[config.mk]
export PLATFORM = sky130hd
export DESIGN_NAME = pause_timer
export DESIGN_NICKNAME = d
export VERILOG_FILES = /design/src/rtl/pause_timer.sv
export SDC_FILE = /design/constraint.sdc
export NUM_CORES = 1
export LEC_CHECK = 0
export BUFFER_PORTS_ARGS = -buffer_cell sky130_fd_sc_hd__buf_4
export CAP_MARGIN = 15
export CORE_UTILIZATION = 48
export CTS_CLUSTER_DIAMETER = 30
export CTS_CLUSTER_SIZE = 14
export DETAILED_ROUTE_END_ITERATION = 7
export MAX_ROUTING_LAYER = met4
export PLACE_DENSITY = 0.78
export SLEW_MARGIN = 20
export SYNTH_ARGS = -nofsm -noshare
export SYNTH_HDL_FRONTEND = slang
export SYNTH_SLANG_ARGS = --single-unit
export TNS_END_PERCENT = 50
[constraint.sdc]
create_clock -name clk -period 2 [get_ports clk]
set_clock_uncertainty 0.1 [all_clocks]
set_input_delay 0.5 -clock clk [delete_from_list [all_inputs] [get_ports clk]]
set_output_delay 0.5 -clock clk [all_outputs]
set_load 0.02 [all_outputs]
[src/rtl/pause_timer.sv]
module pause_timer #(
  parameter int QW          = 16,
  parameter int GRACE_TICKS = 1
) (
  input  logic          clk,
  input  logic          rst_n,
  input  logic          fc_enable,
  input  logic          full_duplex,
  input  logic          pause_rx,
  input  logic [QW-1:0] pause_quanta,
  input  logic          slot_tick,
  input  logic          tx_start,
  input  logic          tx_busy,
  output logic          tx_hold,
  output logic          pause_active
);
  localparam int GW = $clog2(GRACE_TICKS + 1);

  logic [QW-1:0] count_q;
  logic [GW-1:0] grace_q;

  wire fc_on = fc_enable & full_duplex;

  always_ff @(posedge clk or negedge rst_n) begin
    if (!rst_n)                              count_q <= '0;
    else if (!fc_on)                         count_q <= '0;
    else if (pause_rx)                       count_q <= pause_quanta;
    else if (slot_tick && count_q != '0)     count_q <= count_q - 1'b1;
  end

  always_ff @(posedge clk or negedge rst_n) begin
    if (!rst_n)                              grace_q <= '0;
    else if (!fc_on)                         grace_q <= '0;
    else if (pause_rx)                       grace_q <= (pause_quanta != '0) ? GW'(GRACE_TICKS) : '0;
    else if (!tx_busy || tx_start)           grace_q <= '0;
    else if (slot_tick && grace_q != '0)     grace_q <= grace_q - 1'b1;
  end

  assign pause_active = |count_q;
  assign tx_hold      = pause_active & ((grace_q == '0) | ~tx_busy);

  p_load_r2: assert property (@(posedge clk) disable iff (!rst_n)
    (fc_on && pause_rx && pause_quanta != '0) |=> pause_active);

  p_zero_clears_r3: assert property (@(posedge clk) disable iff (!rst_n)
    (fc_on && pause_rx && pause_quanta == '0) |=> (!pause_active && !tx_hold));

  p_gated_off_r5: assert property (@(posedge clk) disable iff (!rst_n)
    !fc_on |=> !pause_active);

  p_hold_needs_pause_r6: assert property (@(posedge clk) disable iff (!rst_n)
    tx_hold |-> pause_active);

  p_grace_open_r7: assert property (@(posedge clk) disable iff (!rst_n)
    (fc_on && pause_rx && pause_quanta != '0) |=> (tx_busy |-> !tx_hold));

  p_no_underflow_r9: assert property (@(posedge clk) disable iff (!rst_n)
    (!pause_active && !(fc_on && pause_rx)) |=> !pause_active);
endmodule

==> results of run 1 <==
path summary, 6_finish.rpt:
path | from | to | cells past startpoint
setup / recovery | count_q[1] | tx_hold | 6
hold / removal | pause_quanta[14] | count_q[14] | 3
setup reg to reg | count_q[1] | count_q[1] | 9
hold reg to reg | count_q[4] | count_q[4] | 2
max in group asynchronous | rst_n | count_q[10] | 2
min in group asynchronous | rst_n | count_q[9] | 2
cell type report:
class                   instances  area share (%)
clock buffers                   3            1.42
well taps                      28            2.20
multi-input cells             103            47.7
clock inverters                 1           0.315
repair buffers                 43            20.7
flip-flops and latches         17            26.8
inverters                       4           0.944
routing by layer:
metal	share of wire [%]	global-route usage (%)	vias up
li1	-	-	567
met1	41	35.3	590
met2	51	49.3	59
met3	5.7	1.79	9
met4	2.3	12.5	0
met5	0	-	-
layout by cell type, fill, tap and decap left out, types with 2 or more instances in the layout:
cell / n
buf_4: 41
dfrtp_1: 17
a21oi_1: 12
o21ai_0: 11
nand2_1: 7
nor2_1: 7
nor3_1: 5
xnor2_1: 5
xor2_1: 5
nor4_1: 5
nand4_1: 4
nand3_1: 4
nor4_4: 3
and2_1: 3
a31oi_1: 3
clkbuf_4: 3
inv_2: 2
inv_1: 2
nand2_2: 2
nor3_2: 2
mux2i_1: 2
or4_4: 2
nand2b_1: 2
nand3b_1: 2
state kept, by name (all words and copies together) (netlist names):
signal and flops:
count_q 16, grace_q 1
cells by family (layout without fill, tap and decap cells):
group / Yosys count / count (layout) / share of synthesized area (%)
buffers and inverters: 9 / 51 / 3.04
AND/OR/NAND/NOR: 58 / 58 / 33.7
AO/OA/AOI/OAI: 32 / 32 / 15.9
multiplexers: 2 / 2 / 1.74
adder cells (fa/ha/maj): 1 / 1 / 1.09
XOR/XNOR: 10 / 10 / 7.61
flip-flops: 17 / 17 / 37.0
where the power goes:
group	total, uW	internal [uW]	switching (uW)
Sequential	382	361	21.4
Clock	203	74.8	128
Combinational	355	174	180
through the flow:
stage | TNS [ps] | util (%) | worst slack, ps
2_1_floorplan | 0 | - | 36.1
3_3_place_gp | 0 | 64.7 | 117
3_5_place_dp | -45.5 | 64.7 | -45.5
4_1_cts | -312 | 69.5 | -219
5_1_grt | -713 | 71.2 | -243
6_report | -458 | 71.2 | -203
what timing repair did:
action,CTS,global route
endpoints found under the setup margin,3,11
hold buffers,1,0
buffers inserted,5,1
pin swaps,4,10
hold endpoints to repair,17,0
gates resized for setup,8,7
critical path, stage by stage, from the launching register on:
cell      delay [ps]
dfrtp_1          420
inv_2             80
ha_4             130
nor4b_4          230
nand4_4          130
a21boi_2         180
buf_6            130
==> out/metrics.yaml, run 1 <==
gr-usage-all-layers_pct: 29.0
instances_no_fill: 199
finalHoldViolations: 0
syn_area_per_cell_um2: 8.92
status: "complete, but fails checks"
ys_types: 37
crit_path_end_kind: "primary output"
maxCapViolCount: 0
regToRegSetupSlack_ps: -50
drive_above_1_share_pct: 39.2
ir_worst_vdd_uv: 443
antennaDiodeCount: 0
finalCritPeriodShare_pct: 110
drv_slew: 0
synthCells: 129
yosys_warnings: 0
power.total_uw: 940
violations: "setup timing"
ios: 26
clkTransAtPathRegs_ps: 110
placedCellCount: 188
path_max_fanout: 2
finalSetupViolCount: 4
synth_commonest_cells: "dfrtp_1, a21oi_1, o21ai_0"
num_rows: 17
root_buffer: "clkbuf_4"
max_clock_freq_mhz: 454
grt_max_degree: 23
core_mm2: 0.00223
wl_mm: 3.22
grt_pass1_vias: 1189
grt_first_pass_wirelength_mm: 5.32
worst_pin_slew_ps: 394
ant_nets: 0
antenna_found_initial: 0
clk_path_buf_depth: 2
cts.sinks: 17
required_ps: 1400
rsz0062_at_grt: "true"
final_area_mm2: 0.00159
multiInputGateArea_um2: 758
syn-cell-area_mm2: 0.00115
drt_iter0_drc: 24
dp_hpwl_mm: 2.22
syn_nets: 154
ys_ff_latch: 17
start_kind: "register"
fin_hold_ws_ps: 333
wl_per_cell_um: 16.2
nets: 197
period_needed_ps: 2200
gp_congestion: 0.908
nFillCells: 185
crit_type: "register to primary output"
syn_to_final_growth_pct: 38.2
die_w_um: 51.0
dieArea_mm2: 0.00260
slew_headroom_pct: 73.5
p_leak_uw: 0.000704
yosysMostFrequentCell: "dfrtp_1"
final-seq-area_um2: 425
synth-async-reset-ratio_pct: 100
place_area_mm2: 0.00145
clock_latency_ps: 310
h-tree-depth: 1
seq_area_frac_synth_pct: 37.0
vias: 1225
finalWorstSetupSlack_ps: -203
drtPass1Iterations: 4
arrival_ps: 1600
hold_class: "primary input to register"
io_buffers: 25
grt-ovfl-total: 0
yosysTopAreaCellShare_pct: 37.0
drc: 0
p_per_area_mw_per_mm2: 591
start_util_pct: 51.5
cts_tree: "yes"
synth_area_leaders: "dfrtp_1, a21oi_1, o21ai_0, xnor2_1, xor2_1"
via_per_inst: 6.16
synth_edf_count: 0
die-height_um: 51.0
synthFlopType: "dfrtp_1"
yosysTopAreaCell: "dfrtp_1"
cts_buffers: 3
(Power assumes the default switching activity.)
==> run 2, diff against run 1 <==
--- a/config.mk
+++ b/config.mk
@@ -13,6 +13,7 @@
 export DETAILED_ROUTE_END_ITERATION = 7
 export MAX_ROUTING_LAYER = met4
 export PLACE_DENSITY = 0.78
+export RECOVER_POWER = 100
 export SLEW_MARGIN = 20
 export SYNTH_ARGS = -nofsm -noshare
 export SYNTH_HDL_FRONTEND = slang
==> run 2 against run 1 <==
Die area stayed put. Non-clock buffer count stayed put. Worst hold slack better by 3.3 ps. Critical path depth stayed put. Register-to-register slack hardly changed. Power is 0.16% lower. Sequential power hardly changed. The run still ends with setup timing left. Count of clock-buffer cells in the layout stayed put. Largest power group unchanged.
==> out/metrics.yaml, run 2 (synthesis results as in run 1) <==
status: "complete, but fails checks"
violations: "setup timing"
largest_register_ff_count: 16
arrival_ps: 1600
crit_path_end_kind: "primary output"
clock_latency_ps: 310
drtPass1Iterations: 5
gp_congestion: 0.908
finalCritPeriodShare_pct: 110
rsz0062_at_grt: "true"
vias: 1222
gr-usage-all-layers_pct: 29.0
cts_buffers: 3
start_kind: "register"
core_mm2: 0.00223
instances_no_fill: 199
min_from: "pause_quanta[14]"
clkTransAtPathRegs_ps: 110
grt_pass1_vias: 1189
holdPathStages: 3
drv_slew: 0
layout_commonest_cell: "buf_4"
cts.sinks: 17
rr_startpoint: "count_q[1]"
grt_first_pass_wirelength_mm: 5.32
p_per_area_mw_per_mm2: 593
required_ps: 1400
maxCapViolCount: 0
placedCellCount: 188
r2r_cells: 9
crit_type: "register to primary output"
syn_to_final_growth_pct: 37.5
drive_above_1_share_pct: 38.0
final_util_pct: 70.9
finalSetupViolCount: 4
top_layer_used: "met4"
wl_per_cell_um: 16.1
antenna_found_initial: 0
final_area_mm2: 0.00158
place_area_mm2: 0.00145
final_cell_mix: "buf_4, dfrtp_1, a21oi_1"
grt-ovfl-total: 0
grt_max_degree: 23
start_util_pct: 51.5
finalWorstSetupSlack_ps: -201
regToRegSetupSlack_ps: -50
wl_met2_mm: 1.64
finalHoldViolations: 0
via_per_inst: 6.14
h-tree-depth: 1
ant_nets: 0
crit_start: "count_q[1]"
max_clock_freq_mhz: 454
slew_headroom_pct: 33.7
ir_worst_vdd_uv: 443
reg_top3: "count_q (16), grace_q (1)"
period_needed_ps: 2200
p_leak_uw: 0.000696
pre_cts_ws_ps: -45.5
ios: 26
root_buffer: "clkbuf_4"
path_max_fanout: 2
die-height_um: 51.0
io_buffers: 25
r2r_end: "count_q[1]"
dieArea_mm2: 0.00260
regMostFlops: "count_q"
worst_pin_slew_ps: 995
cts_tree: "yes"
die_w_um: 51.0
hold_class: "primary input to register"
wl_met3_um: 200
nets: 197
clk_path_buf_depth: 2
holdPathEnd: "count_q[14]"
drc: 0
drt_iter0_drc: 24
num_rows: 17
dp_hpwl_mm: 2.22
wl_mm: 3.20
antennaDiodeCount: 0
wl_met1_mm: 1.28
[run 2: cell types whose count changed in the layout (fill, tap and decap cells not counted), sizes merged]
cell,previous run,this run
buf,42,40
clkbuf,3,5
[run 2: power breakdown]
| part | switching (uW) | leakage (uW) | internal [uW] |
|---|---|---|---|
| registers | 21.3 | 0.000230 | 361 |
| clock network | 129 | 0.0000177 | 74.8 |
| logic | 180 | 0.000449 | 172 |
| total | 330 | 0.000696 | 608 |
[run 2: critical path, cell delays in order (launching register included)]
cell	delay, ps
dfrtp_1	420
inv_2	80
ha_4	130
nor4b_4	230
nand4_4	130
a21boi_2	180
buf_6	130
[run 2: worst max path at each step]
stage | to | slack, ps | depth (start not counted)
after floorplan | tx_hold | 40 | 5
after global placement | tx_hold | 120 | 6
after detailed placement | count_q[6] | -50 | 5
after CTS | tx_hold | -220 | 6
after global routing | tx_hold | -240 | 6
final | tx_hold | -200 | 6
[run 2: cell type report]
| cell class | count | area (um2) |
|---|---|---|
| Multi-Input combinational cell | 103 | 758 |
| Inverter | 4 | 15.0 |
| Fill cell | 188 | 651 |
| Timing Repair Buffer | 43 | 322 |
| Clock inverter | 1 | 5.00 |
| Tap cell | 28 | 35.0 |
| Sequential cell | 17 | 425 |
| Clock buffer | 3 | 22.5 |
[run 2: stage by stage]
| step | hold WS, ps | power (uW) | TNS, ps |
|---|---|---|---|
| global route | 365 | 978 | -713 |
| floorplan | 104 | 570 | 0 |
| CTS | 328 | 912 | -312 |
| global placement | 280 | 682 | 0 |
| detailed placement | 277 | 690 | -45.5 |
| finish | 337 | 938 | -453 |
[run 2: repair_timing]
item	4_1_cts	5_1_grt
pin swaps	4	10
setup buffers	5	1
hold buffers	1	0
setup endpoints to repair	3	11
endpoints found under the hold margin	17	0
resized for setup	8	7
cloned	0	0
[run 2: per-layer routing]
layer  vias up  global-route usage [%]
met3         9                    1.79
met2        64                    49.3
met5         -                       -
met4         0                    12.5
met1       586                    35.3
li1        563                       -
==> run 3, diff against run 2 <==
--- a/config.mk
+++ b/config.mk
@@ -7,12 +7,12 @@
 export LEC_CHECK = 0
 export BUFFER_PORTS_ARGS = -buffer_cell sky130_fd_sc_hd__buf_4
 export CAP_MARGIN = 15
-export CORE_UTILIZATION = 48
+export CORE_UTILIZATION = 36
 export CTS_CLUSTER_DIAMETER = 30
 export CTS_CLUSTER_SIZE = 14
 export DETAILED_ROUTE_END_ITERATION = 7
 export MAX_ROUTING_LAYER = met4
-export PLACE_DENSITY = 0.78
+export PLACE_DENSITY = 0.62
 export RECOVER_POWER = 100
 export SLEW_MARGIN = 20
 export SYNTH_ARGS = -nofsm -noshare
==> run 3 against run 2 <==
The run still ends with setup timing left. Maximum frequency grew 1.3%. Die area increased by 32%. Final area grew 0.87%. Critical path depth unchanged. Clock power about the same. Count of clock-buffer cells in the layout grew 1. Via count fell by 5.9%. Critical path type unchanged.
==> out/metrics.yaml, run 3 (synthesis results as in run 1) <==
multiInputGateArea_um2: 737
clk_path_buf_depth: 2
root_buffer: "clkbuf_4"
hold_class: "primary input to register"
core_mm2: 0.00305
syn_to_final_growth_pct: 38.7
status: "complete, but fails checks"
pwr-share-seq_pct: 41.3
final_cell_mix: "buf_4, dfrtp_1, a21oi_1"
drv_slew: 0
layout_commonest_cell: "buf_4"
period_needed_ps: 2170
required_ps: 1400
combPwrFrac_pct: 37.0
drt_iter0_drc: 39
ant_nets: 0
ir_worst_vdd_uv: 308
swShare_pct: 33.9
reg_top3: "count_q (16), grace_q (1)"
arrival_ps: 1570
ios: 26
finalCritPeriodShare_pct: 109
crit_start: "count_q[0]"
dp_hpwl_mm: 2.29
cts.sinks: 17
finalWorstSetupSlack_ps: -173
drc: 0
worstSetupEndpoint: "tx_hold"
gr-usage-all-layers_pct: 21.9
clock_latency_ps: 310
p_leak_uw: 0.000693
grt_first_pass_wirelength_mm: 5.43
antennaDiodeCount: 0
start_util_pct: 37.7
regMostFlops: "count_q"
start_kind: "register"
clkTransAtPathRegs_ps: 110
dieArea_mm2: 0.00343
critPathSlowestCell: "dfrtp_1"
r2r_end: "count_q[1]"
antenna_found_initial: 0
wl_per_cell_um: 14.6
wl_mm: 3.17
violations: "setup timing"
cts_tree: "yes"
maxCapViolCount: 0
nFillCells: 305
slew_headroom_pct: 33.7
finalHoldViolations: 0
cpPeakStageDelay_ps: 400
crit_type: "register to primary output"
max_clock_freq_mhz: 460
cp.depth: 6
die_w_um: 58.5
r2r_cells: 10
regToRegSetupSlack_ps: -140
gp_congestion: 0.869
final-seq-area_um2: 427
grt-ovfl-total: 0
tns_ps: -552
crit_buf_inv: 2
grt_max_degree: 23
h-tree-depth: 1
crit_path_end_kind: "primary output"
path_max_fanout: 2
cts_buffers: 3
rr_startpoint: "count_q[0]"
worst_pin_slew_ps: 994
pwr-share-clk_pct: 21.7
io_buffers: 25
finalSetupViolCount: 6
drtPass1Iterations: 6
vias: 1150
largest_register_ff_count: 16
cp_cell_sequence: "inv_2 > ha_4 > nor4b_4 > nand4_4 > a21boi_2 > buf_6"
path_delay_family: "flip-flops"
die-height_um: 58.5
final_util_pct: 52.3
drive_above_1_share_pct: 37.0
grt_pass1_vias: 1165
rsz0062_at_grt: "true"
nets: 199
p_sw_uw: 315
p_int_uw: 613
p_per_area_mw_per_mm2: 581
via_per_inst: 5.30
num_rows: 20
run 3: how the worst min path moves through the flow:
stage                       end  cells past startpoint        startpoint
floorplan            count_q[0]                      0             rst_n
CTS                 count_q[14]                      3  pause_quanta[14]
finish              count_q[14]                      3  pause_quanta[14]
global route        count_q[14]                      3  pause_quanta[14]
global placement     count_q[3]                      1             rst_n
detailed placement   count_q[5]                      1             rst_n
run 3: power groups by stage:
stage / sequential, uW / combinational [uW] / clock [uW]
floorplan: 387 / 183 / 0
global placement: 389 / 299 / 0
detailed placement: 388 / 303 / 0
CTS: 382 / 338 / 207
global route: 385 / 378 / 220
finish: 383 / 344 / 201
run 3: worst reg2reg max path: cells and delay by family (launching register included):
family	cells	cell delay [ps]
buffers and inverters	5	630
adder cells (fa/ha/maj)	1	130
AO/OA/AOI/OAI	2	480
AND/OR/NAND/NOR	2	360
flip-flops	1	400
run 3: layout make-up:
| class | instances | share of cell area (%) |
|---|---|---|
| clock buffer | 4 | 1.65 |
| inverter | 4 | 0.940 |
| multi-input combinational | 103 | 46.2 |
| sequential | 17 | 26.7 |
| tap | 44 | 3.45 |
| timing repair buffer | 45 | 21.1 |
run 3: metrics by stage:
stage          hold slack (ps)  setup slack (ps)  cell area, um2  total power, uW  cells
2_1_floorplan              104              36.1            1160              570    129
3_3_place_gp               282              68.9            1470              688    205
3_5_place_dp               286              20.8            1470              692    205
4_1_cts                    316              -200            1590              926    217
5_1_grt                    320              -247            1600              984    217
6_report                   323              -173            1600              928    217
run 3: what timing repair did:
action,in CTS,in global routing
pin swaps,4,5
hold buffers,1,0
setup buffers,7,0
resized for setup,6,7
setup endpoints to repair,2,14
endpoints found under the hold margin,17,0
run 3: per-layer routing:
layer / wire, um / track usage [%] / part of all wire (%) / up-vias
li1: - / - / - / 568
met1: 1410 / 28.2 / 45 / 540
met2: 1570 / 35.3 / 50 / 35
met3: 117 / 2.20 / 3.7 / 7
met4: 69 / 9.18 / 2.2 / 0
met5: 0 / - / 0 / -
